### src/rtl/mio_pkg.sv
// Shared sizes, pin mode codes and control word layout of the router.
// Assumes two functions; pin and UART counts are package parameters.
package mio_pkg;
    localparam int NPIN  = 2;
    localparam int NUART = 2;
    localparam int DW    = 32;
    localparam int AW    = 2;

    typedef enum logic [1:0] {
        PIN_IN     = 2'b00,
        PIN_IN_INV = 2'b01,
        PIN_DRV0   = 2'b10,
        PIN_DRV1   = 2'b11
    } pin_mode_e;

    typedef struct packed {
        logic [1:0]        pd_irq_en;  // 18:17
        logic              pp_en;      // 16
        logic [NUART-1:0]  uart_en;    // 15:14
        logic [NPIN-1:0]   pme_en;     // 13:12
        logic [NPIN-1:0]   pd_mask;    // 11:10
        logic [NPIN-1:0]   int_mask;   // 9:8
        logic [NPIN-1:0]   fsel;       // 7:6
        logic [1:0]        period;     // 5:4
        logic [2*NPIN-1:0] pin_cfg;    // 3:0
    } ctrl_t;

    localparam int CTRL_W = $bits(ctrl_t);
    localparam int STAT_W = NUART + 1 + NPIN + 2 + 2;

    localparam ctrl_t CTRL_RST = '{
        pd_irq_en: 2'b00, pp_en: 1'b1, uart_en: {NUART{1'b1}},
        pme_en: '0, pd_mask: '0, int_mask: '0, fsel: {NPIN{1'b1}},
        period: 2'b00, pin_cfg: '0
    };

    localparam logic [AW-1:0] ADDR_CTRL = AW'(0);
    localparam logic [AW-1:0] ADDR_STAT = AW'(1);
endpackage

### src/rtl/mio_pin_cell.sv
// One multi-purpose pin: mode decode, output drive and two-stage input
// resynchronisation with optional inversion.
// Assumes pin_in is asynchronous to clk; the state lags it by two edges.
module mio_pin_cell
    import mio_pkg::*;
(
    input  logic       clk,
    input  logic       rst_n,
    input  logic       pin_in,
    input  logic [1:0] cfg,
    output logic       pin_out,
    output logic       pin_oe,
    output logic       state,
    output logic       active
);
    pin_mode_e mode;
    logic      sync1, sync2;

    assign mode = pin_mode_e'(cfg);

    // Two-flop resynchroniser for the pad input.
    always_ff @(posedge clk) begin
        if (!rst_n) begin
            sync1 <= 1'b0;
            sync2 <= 1'b0;
        end else begin
            sync1 <= pin_in;
            sync2 <= sync1;
        end
    end

    // Mode decode: output drive and the internal state after inversion.
    always_comb begin
        pin_oe  = (mode == PIN_DRV0) || (mode == PIN_DRV1);
        pin_out = (mode == PIN_DRV1);
        state   = sync2 ^ (mode == PIN_IN_INV);
        active  = state && !pin_oe;
    end
endmodule

### src/rtl/mio_pd_filter.sv
// Power-down qualifying timer: counts ticks while the condition holds and
// emits one pulse when the selected period completes.
// Assumes tick is a one-cycle pulse; code 00 keeps the timer idle.
module mio_pd_filter #(
    parameter int P1 = 4,
    parameter int P2 = 129,
    parameter int P3 = 515
) (
    input  logic       clk,
    input  logic       rst_n,
    input  logic       tick,
    input  logic [1:0] code,
    input  logic       cond,
    output logic       req
);
    localparam int CW = $clog2(P3 + 1);

    logic [CW-1:0] cnt, limit, cnt_nxt;
    logic          fired, done;

    // Period selection from the 2-bit code.
    always_comb begin
        unique case (code)
            2'b01:   limit = CW'(P1);
            2'b10:   limit = CW'(P2);
            2'b11:   limit = CW'(P3);
            default: limit = '0;
        endcase
        cnt_nxt = cnt + CW'(1);
        done    = cond && (code != 2'b00) && tick && !fired && (cnt_nxt == limit);
    end

    // Tick counter, restarted whenever the condition drops or is disabled.
    always_ff @(posedge clk) begin
        if (!rst_n) begin
            cnt   <= '0;
            fired <= 1'b0;
        end else if (!cond || code == 2'b00) begin
            cnt   <= '0;
            fired <= 1'b0;
        end else if (done) begin
            cnt   <= '0;
            fired <= 1'b1;
        end else if (tick && !fired) begin
            cnt   <= cnt_nxt;
        end
    end

    // Registered one-cycle request pulse.
    always_ff @(posedge clk) begin
        if (!rst_n) req <= 1'b0;
        else        req <= done;
    end
endmodule

### src/rtl/mio_sticky.sv
// Vector of sticky status bits: set by events, cleared by a read strobe,
// with a set arriving together with the clear taking priority.
module mio_sticky #(
    parameter int W = 2
) (
    input  logic         clk,
    input  logic         rst_n,
    input  logic [W-1:0] set,
    input  logic         clr,
    output logic [W-1:0] q
);
    // Set-over-clear update.
    always_ff @(posedge clk) begin
        if (!rst_n) q <= '0;
        else        q <= set | (q & ~{W{clr}});
    end
endmodule

### src/rtl/mio_irq_router.sv
// Top of the pin and interrupt router: control register, pin cells,
// function routing, function 0 filter and sticky status.
// Assumes a single-cycle register port; reading status clears sticky bits.
module mio_irq_router
    import mio_pkg::*;
(
    input  logic             clk,
    input  logic             rst_n,
    input  logic             sec_tick,
    input  logic [NPIN-1:0]  pin_in,
    output logic [NPIN-1:0]  pin_out,
    output logic [NPIN-1:0]  pin_oe,
    input  logic [NUART-1:0] uart_src_b0,
    input  logic [NUART-1:0] uart_pd,
    input  logic             pp_irq,
    input  logic             reg_wr,
    input  logic             reg_rd,
    input  logic [AW-1:0]    reg_addr,
    input  logic [DW-1:0]    reg_wdata,
    output logic [DW-1:0]    reg_rdata,
    output logic             irq_f0,
    output logic             irq_f1,
    output logic [1:0]       pd_req,
    output logic [1:0]       pme_req
);
    ctrl_t             ctrl;
    logic [NPIN-1:0]   state, active, act_q, rise;
    logic [NUART-1:0]  uart_stat;
    logic [1:0]        pd_set, pme_set, pd_st, pme_st;
    logic              f0_cond, filt_req, stat_rd;
    logic [STAT_W-1:0] status;
    logic              unused_wdata;

    assign unused_wdata = ^reg_wdata[DW-1:CTRL_W];

    // Control register write.
    always_ff @(posedge clk) begin
        if (!rst_n)                             ctrl <= CTRL_RST;
        else if (reg_wr && reg_addr == ADDR_CTRL) ctrl <= ctrl_t'(reg_wdata[CTRL_W-1:0]);
    end

    // One cell per multi-purpose pin.
    for (genvar i = 0; i < NPIN; i++) begin : g_pin
        mio_pin_cell u_cell (
            .clk    (clk),
            .rst_n  (rst_n),
            .pin_in (pin_in[i]),
            .cfg    (ctrl.pin_cfg[2*i +: 2]),
            .pin_out(pin_out[i]),
            .pin_oe (pin_oe[i]),
            .state  (state[i]),
            .active (active[i])
        );
    end

    // Previous active level, for event edges.
    always_ff @(posedge clk) begin
        if (!rst_n) act_q <= '0;
        else        act_q <= active;
    end

    // Event detection and routing of pin events to the two functions.
    always_comb begin
        rise       = active & ~act_q;
        uart_stat  = ~uart_src_b0;
        f0_cond    = (&uart_pd) && (&(active | ~(ctrl.pd_mask & ~ctrl.fsel)));
        pd_set[1]  = |(rise & ctrl.pd_mask & ctrl.fsel);
        pd_set[0]  = filt_req;
        pme_set[1] = |(rise & ctrl.pme_en & ctrl.fsel);
        pme_set[0] = |(rise & ctrl.pme_en & ~ctrl.fsel);
    end

    mio_pd_filter u_filter (
        .clk  (clk),
        .rst_n(rst_n),
        .tick (sec_tick),
        .code (ctrl.period),
        .cond (f0_cond),
        .req  (filt_req)
    );

    assign stat_rd = reg_rd && (reg_addr == ADDR_STAT);

    mio_sticky #(.W(2)) u_pd_st (
        .clk(clk), .rst_n(rst_n), .set(pd_set), .clr(stat_rd), .q(pd_st)
    );

    mio_sticky #(.W(2)) u_pme_st (
        .clk(clk), .rst_n(rst_n), .set(pme_set), .clr(stat_rd), .q(pme_st)
    );

    // Interrupt merge per function.
    always_comb begin
        irq_f0 = |(uart_stat & ctrl.uart_en)
               | |(active & ctrl.int_mask & ~ctrl.fsel)
               | (pd_st[0] & ctrl.pd_irq_en[0]);
        irq_f1 = (pp_irq & ctrl.pp_en)
               | |(active & ctrl.int_mask & ctrl.fsel)
               | (pd_st[1] & ctrl.pd_irq_en[1]);
        pd_req  = pd_set;
        pme_req = pme_set;
    end

    // Status word assembly and read multiplexer.
    always_comb begin
        status = {pme_st, pd_st, state, pp_irq, uart_stat};
        reg_rdata = '0;
        if (reg_rd) begin
            if (reg_addr == ADDR_CTRL)      reg_rdata = DW'(ctrl);
            else if (reg_addr == ADDR_STAT) reg_rdata = DW'(status);
        end
    end
endmodule

### config.mk
export PLATFORM = sky130hd
export DESIGN_NAME = mio_irq_router
export DESIGN_NICKNAME = d
export VERILOG_FILES = /design/src/rtl/mio_pkg.sv /design/src/rtl/mio_pin_cell.sv /design/src/rtl/mio_pd_filter.sv /design/src/rtl/mio_sticky.sv /design/src/rtl/mio_irq_router.sv
export SDC_FILE = /design/constraint.sdc
export NUM_CORES = 1
export LEC_CHECK = 0
export ABC_AREA = 0
export CAP_MARGIN = 20
export CELL_PAD_IN_SITES_DETAIL_PLACEMENT = 1
export CELL_PAD_IN_SITES_GLOBAL_PLACEMENT = 2
export CORE_MARGIN = 4
export CORE_UTILIZATION = 24
export CTS_CLUSTER_DIAMETER = 120
export DETAILED_ROUTE_END_ITERATION = 10
export PLACE_DENSITY = 0.79
export SLEW_MARGIN = 20
export SYNTH_ARGS = -nofsm -noshare
export SYNTH_HDL_FRONTEND = slang
export SYNTH_SLANG_ARGS = --single-unit
### constraint.sdc
create_clock -name clk -period 2.5 [get_ports clk]
set_input_delay 0.5 -clock clk [delete_from_list [all_inputs] [get_ports clk]]
set_output_delay 0.5 -clock clk [all_outputs]
set_load 0.01 [all_outputs]
### Yosys cells after proc, flatten, opt, wreduce, memory -nomap -nowiden

Index checks and enable logic that the tools add are counted.

| word-level totals | value |
|---|---|
| flip-flop bits (word level) | 41 |
| input bits | 46 |

| cells by class | value |
|---|---|
| add/sub/neg operators | 1 |
| eq/ne operators | 11 |
| mux-type cells | 4 |
| bitwise gates (word level) | 31 |
| reductions and logical operators | 30 |

Operators by type and width:

| kind | number |
|---|---|
| 19-bit two-way mux | 2 |
| 10-bit one-hot mux with 3 select lines | 1 |
| 2-bit AND | 13 |
| 2-bit OR reduction | 7 |
| 2-bit equality test (second input constant) | 6 |
| 10-bit by 1-bit adder with 10-bit output (second input constant) | 1 |
| 10-bit equality test | 1 |
| 1-bit logical AND | 10 |
| 2-bit NOT | 5 |
| 9-bit two-way mux | 1 |
| 2-bit by 1-bit equality test with 1-bit output (second input constant) | 4 |
| 2-bit OR | 3 |
| 1-bit logical NOT | 4 |
| 2-bit logical NOT | 2 |
| 1-bit OR | 4 |
| 2-bit AND reduction | 2 |
| 1-bit AND | 3 |
| 1-bit logical OR | 3 |
| 3-bit OR reduction | 1 |
| 2-bit nonzero test | 1 |
| 1-bit bitwise XOR | 2 |
| 1-bit NOT | 1 |

### Longest topological paths before layout

Gate-level depths: netlist (run 1).

| depth | value |
|---|---|
| depth in word-level cells | 12 |
| mapped depth | 7 |
| mapped depth without buffers | 6 |

### By module

From an unflattened synthesis (run 1), not the netlist that was laid out.

| second synthesis, totals | value |
|---|---|
| cells, all modules | 278 |
| area total of the unflattened synthesis | 2368.5 um^2 |

By module, submodules not included:

| module | instances | cells an instance | area an instance (um^2) | sequential area each (um^2) |
|---|---|---|---|---|
| mio_irq_router | 1 | 145 | 1178.6 | 420.4 |
| mio_pd_filter | 1 | 101 | 872.1 | 240.2 |
| mio_pin_cell | 2 | 10 | 91.3 | 40.0 |
| mio_sticky | 2 | 6 | 67.6 | 40.0 |

### Least setup slack after synthesis (run 1)

OpenSTA, ideal clock, no wires.

| path | value |
|---|---|
| path kind | input to output |
| start point | input reg_addr[0] |
| end point | output reg_rdata[3] |
| arrival time | 1.397 ns |
| setup slack | 0.603 ns |
| stages on the path | 4 |
| cell sequence | buf_2 -> buf_1 -> nor2_1 -> a211oi_1 |

| between the ends | value |
|---|---|
| longest elaborated chain between the ends | 4 |
| elaborated cells on any way between the ends | 5 |
| classes of those cells | eq/ne: 1; mux: 3; reduce/logical: 1 |

RTL lines:

| element | RTL line | RTL |
|---|---|---|
| from (decl) | mio_irq_router.sv:18 | `input logic [AW-1:0] reg_addr,` |
| 2-bit by 1-bit equality test with 1-bit output | mio_irq_router.sv:110 | `else if (reg_addr == ADDR_STAT) reg_rdata = DW'(status);` |
| 9-bit two-way mux | mio_irq_router.sv:110 |  |
| 19-bit two-way mux * | mio_irq_router.sv:109 | `if (reg_addr == ADDR_CTRL) reg_rdata = DW'(ctrl);` |
| 19-bit two-way mux * | mio_irq_router.sv:108 | `if (reg_rd) begin` |
| to (decl) | mio_irq_router.sv:20 | `output logic [DW-1:0] reg_rdata,` |

Every way passes the cells marked *; elsewhere a longest branch is shown, timed or not.

### Worst setup path in the final report (run 1)

| path | value |
|---|---|
| start point | input reg_addr[0] |
| end point | output reg_rdata[5] |

Same word-level chain as after synthesis.

==> impl_metrics.ini, run 1 <==
[status]
status = completed

[floorplan]
fp.dieW_microns = 106.5
die_h_microns = 106.5
die-area_sq_mm = 0.01134
num_io_pins = 88
coreArea_sq_mm = 0.009328
std_cell_rows = 35
start_util = 0.2496

[global_route]
grt_most_used_layer = met2
grt_max_degree = 30
grt_overflow = 0
grtUsageMet3 = 0.02064
globalRouteMet2Util = 0.2059
grt_pass1_wl_mm = 11.56
gr-usage-all-layers = 0.1266
grt_use_met1 = 0.1732
grt_pass1_vias = 2205
antenna_found_initial = 0

[cts]
cts-root-buf = clkbuf_8
h-tree-depth = 2
cts.reportedPaths.clkPinSlew_ns = 0.08
cts_tree = done
cts_buffers = 5
clock_path_buffers = 2
clk_latency_ns = 0.30
cts.sinks = 41

[timing]
hold_viol_final = 0
fmax_mhz = 411.2
period_needed_ns = 2.432
fin_skew_ns = 0.008285
drv_slew = 0
finalSetupViolCount = 0
setup_tns_ns = 0
post-route-period-util = 0.9727

[finish]
diodes = 0
syn2layout_area_growth_pct = 37.94
post-route-util = 0.3443
nets = 396
drive_above_1_share = 0.1143
finalNonFillerCells = 479
finalInstanceArea_sq_mm = 0.003212

[pwr]
p_leak_uw = 0.001294
powerDensity_mw_per_mm2 = 447.6
power_uw = 1438
max-vdd-ir-drop_mv = 0.1523

[critical_path]
crit_top_cell = clkdlybuf4s50_1
startpoint_type = primary input
cp-end-kind = primary output
crit_chain = clkdlybuf4s50_1, buf_12, mux2i_1, nor2_1, clkdlybuf4s50_1
cp_data_arrival_time_ns = 1.93
required_ns = 2.00
cp_slowest_stage_delay_ns = 0.51
slowest_stage = clkdlybuf4s50_1
crit_fanout = 13
criticalPathCategory = in2out

[yosys]
seq_area_frac_synth = 0.3525
synth_area_sq_mm = 0.002328
synth-edff-count = 0
synth_flop_cell = dfxtp_1
synthArstFlopShare = 0
synth_common_cells = 45 x nand2_1, 41 x dfxtp_1, 19 x and2_1, 18 x buf_4, 18 x nor2_1
synthDistinctLibCells = 46
synth.area.top_cells = dfxtp_1 35%, nand2_1 7.3%, buf_4 5.8%
synth_most_common_cell = nand2_1
synth_top_cell_by_area = dfxtp_1
syn_inst = 285
yosysWarningCount = 0
ys_ff_latch = 41
synth_top_cell_area_share = 0.3525
avgSynthCellArea_sq_um = 8.170

[detailed_routing]
wl_per_cell_microns = 14.82
vias_per_cell = 4.415
vias = 2115
drc = 0
totalWireLength_mm = 7.098
postRouteAntennaNets = 0
drtIter0Drc = 73
first_pass_iters = 4

[placed_design]
hpwl_mm = 5.392
io_buffers = 61
placedCellCount = 468
gp_congestion = 0.8101
placedInstanceArea_sq_mm = 0.003065

[hold_path]
min_path_type = reg2reg

[job]
max_cap_viol_count = 0
final timing paths:
kind / startpoint / endpoint / slack, ns / cells past startpoint
setup / recovery: reg_addr[0] / reg_rdata[5] / 0.07 / 5
hold / removal: g_pin[1].u_cell.sync1$_SDFF_PN0_ / g_pin[1].u_cell.sync2$_SDFF_PN0_ / 0.44 / 1
setup reg to reg: u_filter.cnt[0]$_SDFFE_PP0P_ / u_filter.cnt[1]$_SDFFE_PP0P_ / 0.45 / 5
hold reg to reg: g_pin[1].u_cell.sync1$_SDFF_PN0_ / g_pin[1].u_cell.sync2$_SDFF_PN0_ / 0.44 / 1
registers in the layout, summed over array words and instances (netlist names), 2 cells and up:
register	cells
ctrl	19
g_pin.u_cell.sync1	2
u_filter.cnt	10
u_pd_st.q	2
u_pme_st.q	2
act_q	2
g_pin.u_cell.sync2	2
cell usage in the layout (no fill, tap or decap), drive strengths merged, types with 2 or more instances in the layout:
cell type / n
mux2i: 6
a21boi: 15
dlygate4sd2: 18
nor3: 6
nor2b: 12
nand2: 45
a21oi: 5
nand3: 12
xor2: 5
nor2: 19
conb: 13
nand2b: 4
xnor2: 13
nand4: 4
clkdlybuf4s50: 42
a211oi: 13
dfxtp: 41
buf: 19
inv: 4
clkbuf: 6
and3: 2
a32o: 3
and2: 19
a22oi: 2
routing by layer:
metal | routed length [microns] | share of wire
met1 | 3460 | 0.49
met5 | 0 | 0
met3 | 321 | 0.045
met2 | 3223 | 0.45
met4 | 93 | 0.013
worst max-delay path: cells and delay by family:
kind          cells  cell delay, ns
buf+inv           3            1.14
mux               1            0.23
simple gates      1            0.06
cells by family after synthesis:
kind of cell | Yosys count | synth area share
muxes | 6 | 0.02579
AOI/OAI and AO/OA | 48 | 0.1617
buffers and inverters | 39 | 0.09779
adders and majority gates | 1 | 0.005373
DFF | 41 | 0.3525
other | 1 | 0.001610
xor gates and xnor gates | 19 | 0.07738
and+or+nand+nor | 130 | 0.2778
what timing repair did:
item,4_1_cts,5_1_grt
endpoints found under the setup margin,20,3
pin swaps,0,2
buffers inserted,0,2
cloned,1,0
hold buffers,0,0
gates resized for setup,24,6
power breakdown:
part / internal (uW) / total [uW] / leakage (uW) / switching, uW
combinational: 111 / 206 / 0.000905 / 94.9
sequential: 669 / 687 / 0.000334 / 17.2
clock: 300 / 545 / 0.0000554 / 245
stage by stage:
step | setup WS, ns | hold slack, ns
finish | 0.06820 | 0.4396
global route | -0.006653 | 0.4683
CTS | 0.02691 | 0.4441
detailed placement | -0.1329 | 0.4226
global placement | -0.1077 | 0.4205
floorplan | 0.6034 | 0.4119
final cells by class:
type	count	area (sq um)
fillers	1113	6116
well taps	129	161.4
flip-flops and latches	41	822.0
repair buffers	80	743.2
multi-input cells	217	1359
clock buffers	6	72.57
inverters	4	15.01
clock inverters	2	38.79
No activity file was read; power rests on OpenSTA's default activity.
==> run 2: changes to the inputs <==
--- a/config.mk
+++ b/config.mk
@@ -13,8 +13,8 @@
 export CORE_UTILIZATION = 24
 export CTS_CLUSTER_DIAMETER = 120
 export DETAILED_ROUTE_END_ITERATION = 10
+export GPL_ROUTABILITY_DRIVEN = 0
 export PLACE_DENSITY = 0.79
-export SLEW_MARGIN = 20
 export SYNTH_ARGS = -nofsm -noshare
 export SYNTH_HDL_FRONTEND = slang
 export SYNTH_SLANG_ARGS = --single-unit
==> results of run 2 <==
No change in the layout: final DEF, timing and power equal those of run 1.
==> run 3: changes to the inputs <==
--- a/config.mk
+++ b/config.mk
@@ -9,12 +9,12 @@
 export CAP_MARGIN = 20
 export CELL_PAD_IN_SITES_DETAIL_PLACEMENT = 1
 export CELL_PAD_IN_SITES_GLOBAL_PLACEMENT = 2
-export CORE_MARGIN = 4
 export CORE_UTILIZATION = 24
 export CTS_CLUSTER_DIAMETER = 120
 export DETAILED_ROUTE_END_ITERATION = 10
 export GPL_ROUTABILITY_DRIVEN = 0
-export PLACE_DENSITY = 0.79
+export PLACE_DENSITY_LB_ADDON = 0.12
+export SLEW_MARGIN = 10
 export SYNTH_ARGS = -nofsm -noshare
 export SYNTH_HDL_FRONTEND = slang
 export SYNTH_SLANG_ARGS = --single-unit
==> run 3 against run 2 <==
Effect of this change:
- critical path depth is 1 higher
- clock power is 3% higher
- worst setup slack better by 0.049 ns
- combinational power hardly changed
- largest power group unchanged
- hold slack better by 0.0021 ns
- cell count is 0.21% lower
- register-to-register slack worse by 0.07 ns
- largest cell class unchanged
==> impl_metrics.ini, run 3 (synthesis results as in run 1) <==
[status]
status = completed

[timing]
tightest_slew_ns = 0.5981
finalSetupViolCount = 0
fin_skew_ns = 0.006542
hold_viol_final = 0
drv_slew = 0
slew_headroom = 0.6013
period_needed_ns = 2.383
fmax_mhz = 419.7
rsz0062_at_grt = false
post-route-period-util = 0.9531

[finish]
layout_common_cells = 45 x nand2_1, 40 x dfxtp_1, 39 x clkdlybuf4s50_1
fillerInstances = 1131
nets = 395
diodes = 0
largestRegisters = ctrl x19, u_filter.cnt x10
regMostFlops = ctrl
final_common_cell = nand2_1
drive_above_1_share = 0.1117
finalNonFillerCells = 478
largest_reg_flops = 19
finalInstanceArea_sq_mm = 0.003209
syn2layout_area_growth_pct = 37.83

[placed_design]
io_buffers = 61
placedInstanceArea_sq_mm = 0.003080
hpwl_mm = 5.338
placedCellCount = 470

[critical_path]
required_ns = 2.00
crit_chain = clkdlybuf4s50_1, buf_12, nor2_4, buf_4, and2_1, dlygate4sd2_1
cp_data_arrival_time_ns = 1.88
critPathTopFamily = buffers and inverters
cp-end-kind = primary output
slowest_stage = clkdlybuf4s50_1
path_buf_inv = 4
crit_fanout = 15
startpoint_type = primary input
cp_slowest_stage_delay_ns = 0.45
criticalPathCategory = in2out

[cts]
clock_path_buffers = 2
clk_latency_ns = 0.30
cts-root-buf = clkbuf_8
post_cts.repair.setup_buffers = 0
cts_tree = done
cts.sinks = 41
h-tree-depth = 2
cts_buffers = 5
cts.reportedPaths.clkPinSlew_ns = 0.09

[global_route]
grt_overflow = 0
gr-usage-all-layers = 0.1509
grt_pass1_wl_mm = 11.63
antenna_found_initial = 0
grt_max_degree = 30
grt_pass1_vias = 2200

[floorplan]
std_cell_rows = 35
coreArea_sq_mm = 0.009328
start_util = 0.2496
die_h_microns = 100.5
die-area_sq_mm = 0.01010
fp.dieW_microns = 100.5
num_io_pins = 88

[detailed_routing]
first_pass_iters = 4
vias_per_cell = 4.400
drc = 0
postRouteAntennaNets = 0
wl_per_cell_microns = 14.92
totalWireLength_mm = 7.130
drtIter0Drc = 27
vias = 2103

[hold_path]
min_path_type = reg2reg

[pwr]
p_leak_uw = 0.001326
max-vdd-ir-drop_mv = 0.2040
powerDensity_mw_per_mm2 = 452.9
power_uw = 1453

[job]
max_cap_viol_count = 0
==> run 3: cell count changes in the layout (fill, tap and decap cells not counted), sizes merged <==
cell,delta
clkinvlp,+1
buf,-1
dlymetal6s2s,+2
clkbuf,-1
dlygate4sd2,+1
clkdlybuf4s50,-3
==> run 3: power by group <==
group | leakage, uW | switching (uW) | internal, uW | total [uW]
clock | 0.0000543 | 261 | 299 | 560
sequential | 0.000334 | 17.8 | 670 | 687
combinational | 0.000938 | 94.9 | 111 | 206
==> run 3: worst paths after layout <==
| path | slack (ns) | to | depth (start not counted) | from |
|---|---|---|---|---|
| max reg2reg | 0.38 | u_filter.cnt[9]$_SDFFE_PP0P_ | 6 | u_filter.cnt[0]$_SDFFE_PP0P_ |
| min reg2reg | 0.44 | g_pin[1].u_cell.sync2$_SDFF_PN0_ | 1 | g_pin[1].u_cell.sync1$_SDFF_PN0_ |
| max | 0.12 | reg_rdata[14] | 6 | reg_addr[0] |
| min | 0.44 | g_pin[1].u_cell.sync2$_SDFF_PN0_ | 1 | g_pin[1].u_cell.sync1$_SDFF_PN0_ |
==> run 3: area by class of cell <==
| class | count | area (sq um) | area share |
|---|---|---|---|
| sequential | 41 | 822.0 | 0.2561 |
| multi-input combinational | 217 | 1354 | 0.4218 |
| tap | 129 | 161.4 | 0.05029 |
| timing repair buffer | 79 | 742.0 | 0.2312 |
| inverter | 4 | 15.01 | 0.004678 |
| clock buffer | 5 | 68.82 | 0.02144 |
| clock inverter | 3 | 46.29 | 0.01442 |
==> run 3: timing repair <==
| item | 4_1_cts | 5_1_grt |
|---|---|---|
| setup endpoints to repair | 23 | 6 |
| hold buffers | 0 | 0 |
| cloned | 1 | 0 |
| pin swaps | 0 | 1 |
| gates resized for setup | 25 | 7 |
==> run 3: through the flow <==
| step | util | hold slack, ns | setup slack (ns) | setup TNS (ns) |
|---|---|---|---|---|
| floorplan | - | 0.4119 | 0.6034 | 0 |
| global placement | 0.3302 | 0.4176 | -0.1698 | -2.166 |
| detailed placement | 0.3302 | 0.4200 | -0.1760 | -2.060 |
| CTS | 0.3438 | 0.4429 | 0.007833 | 0 |
| global route | 0.3441 | 0.4775 | 0.02113 | 0 |
| finish | 0.3441 | 0.4417 | 0.1172 | 0 |
==> run 3: routing by layer <==
metal / share of wire / vias to the layer above / wire length [microns] / global-route usage
met1: 0.50 / 994 / 3535 / 0.1992
met4: 0.0070 / 0 / 50 / 0.03344
li1: - / 1060 / - / -
met2: 0.46 / 44 / 3301 / 0.2561
met3: 0.034 / 5 / 242 / 0.02705
met5: 0 / - / 0 / 0
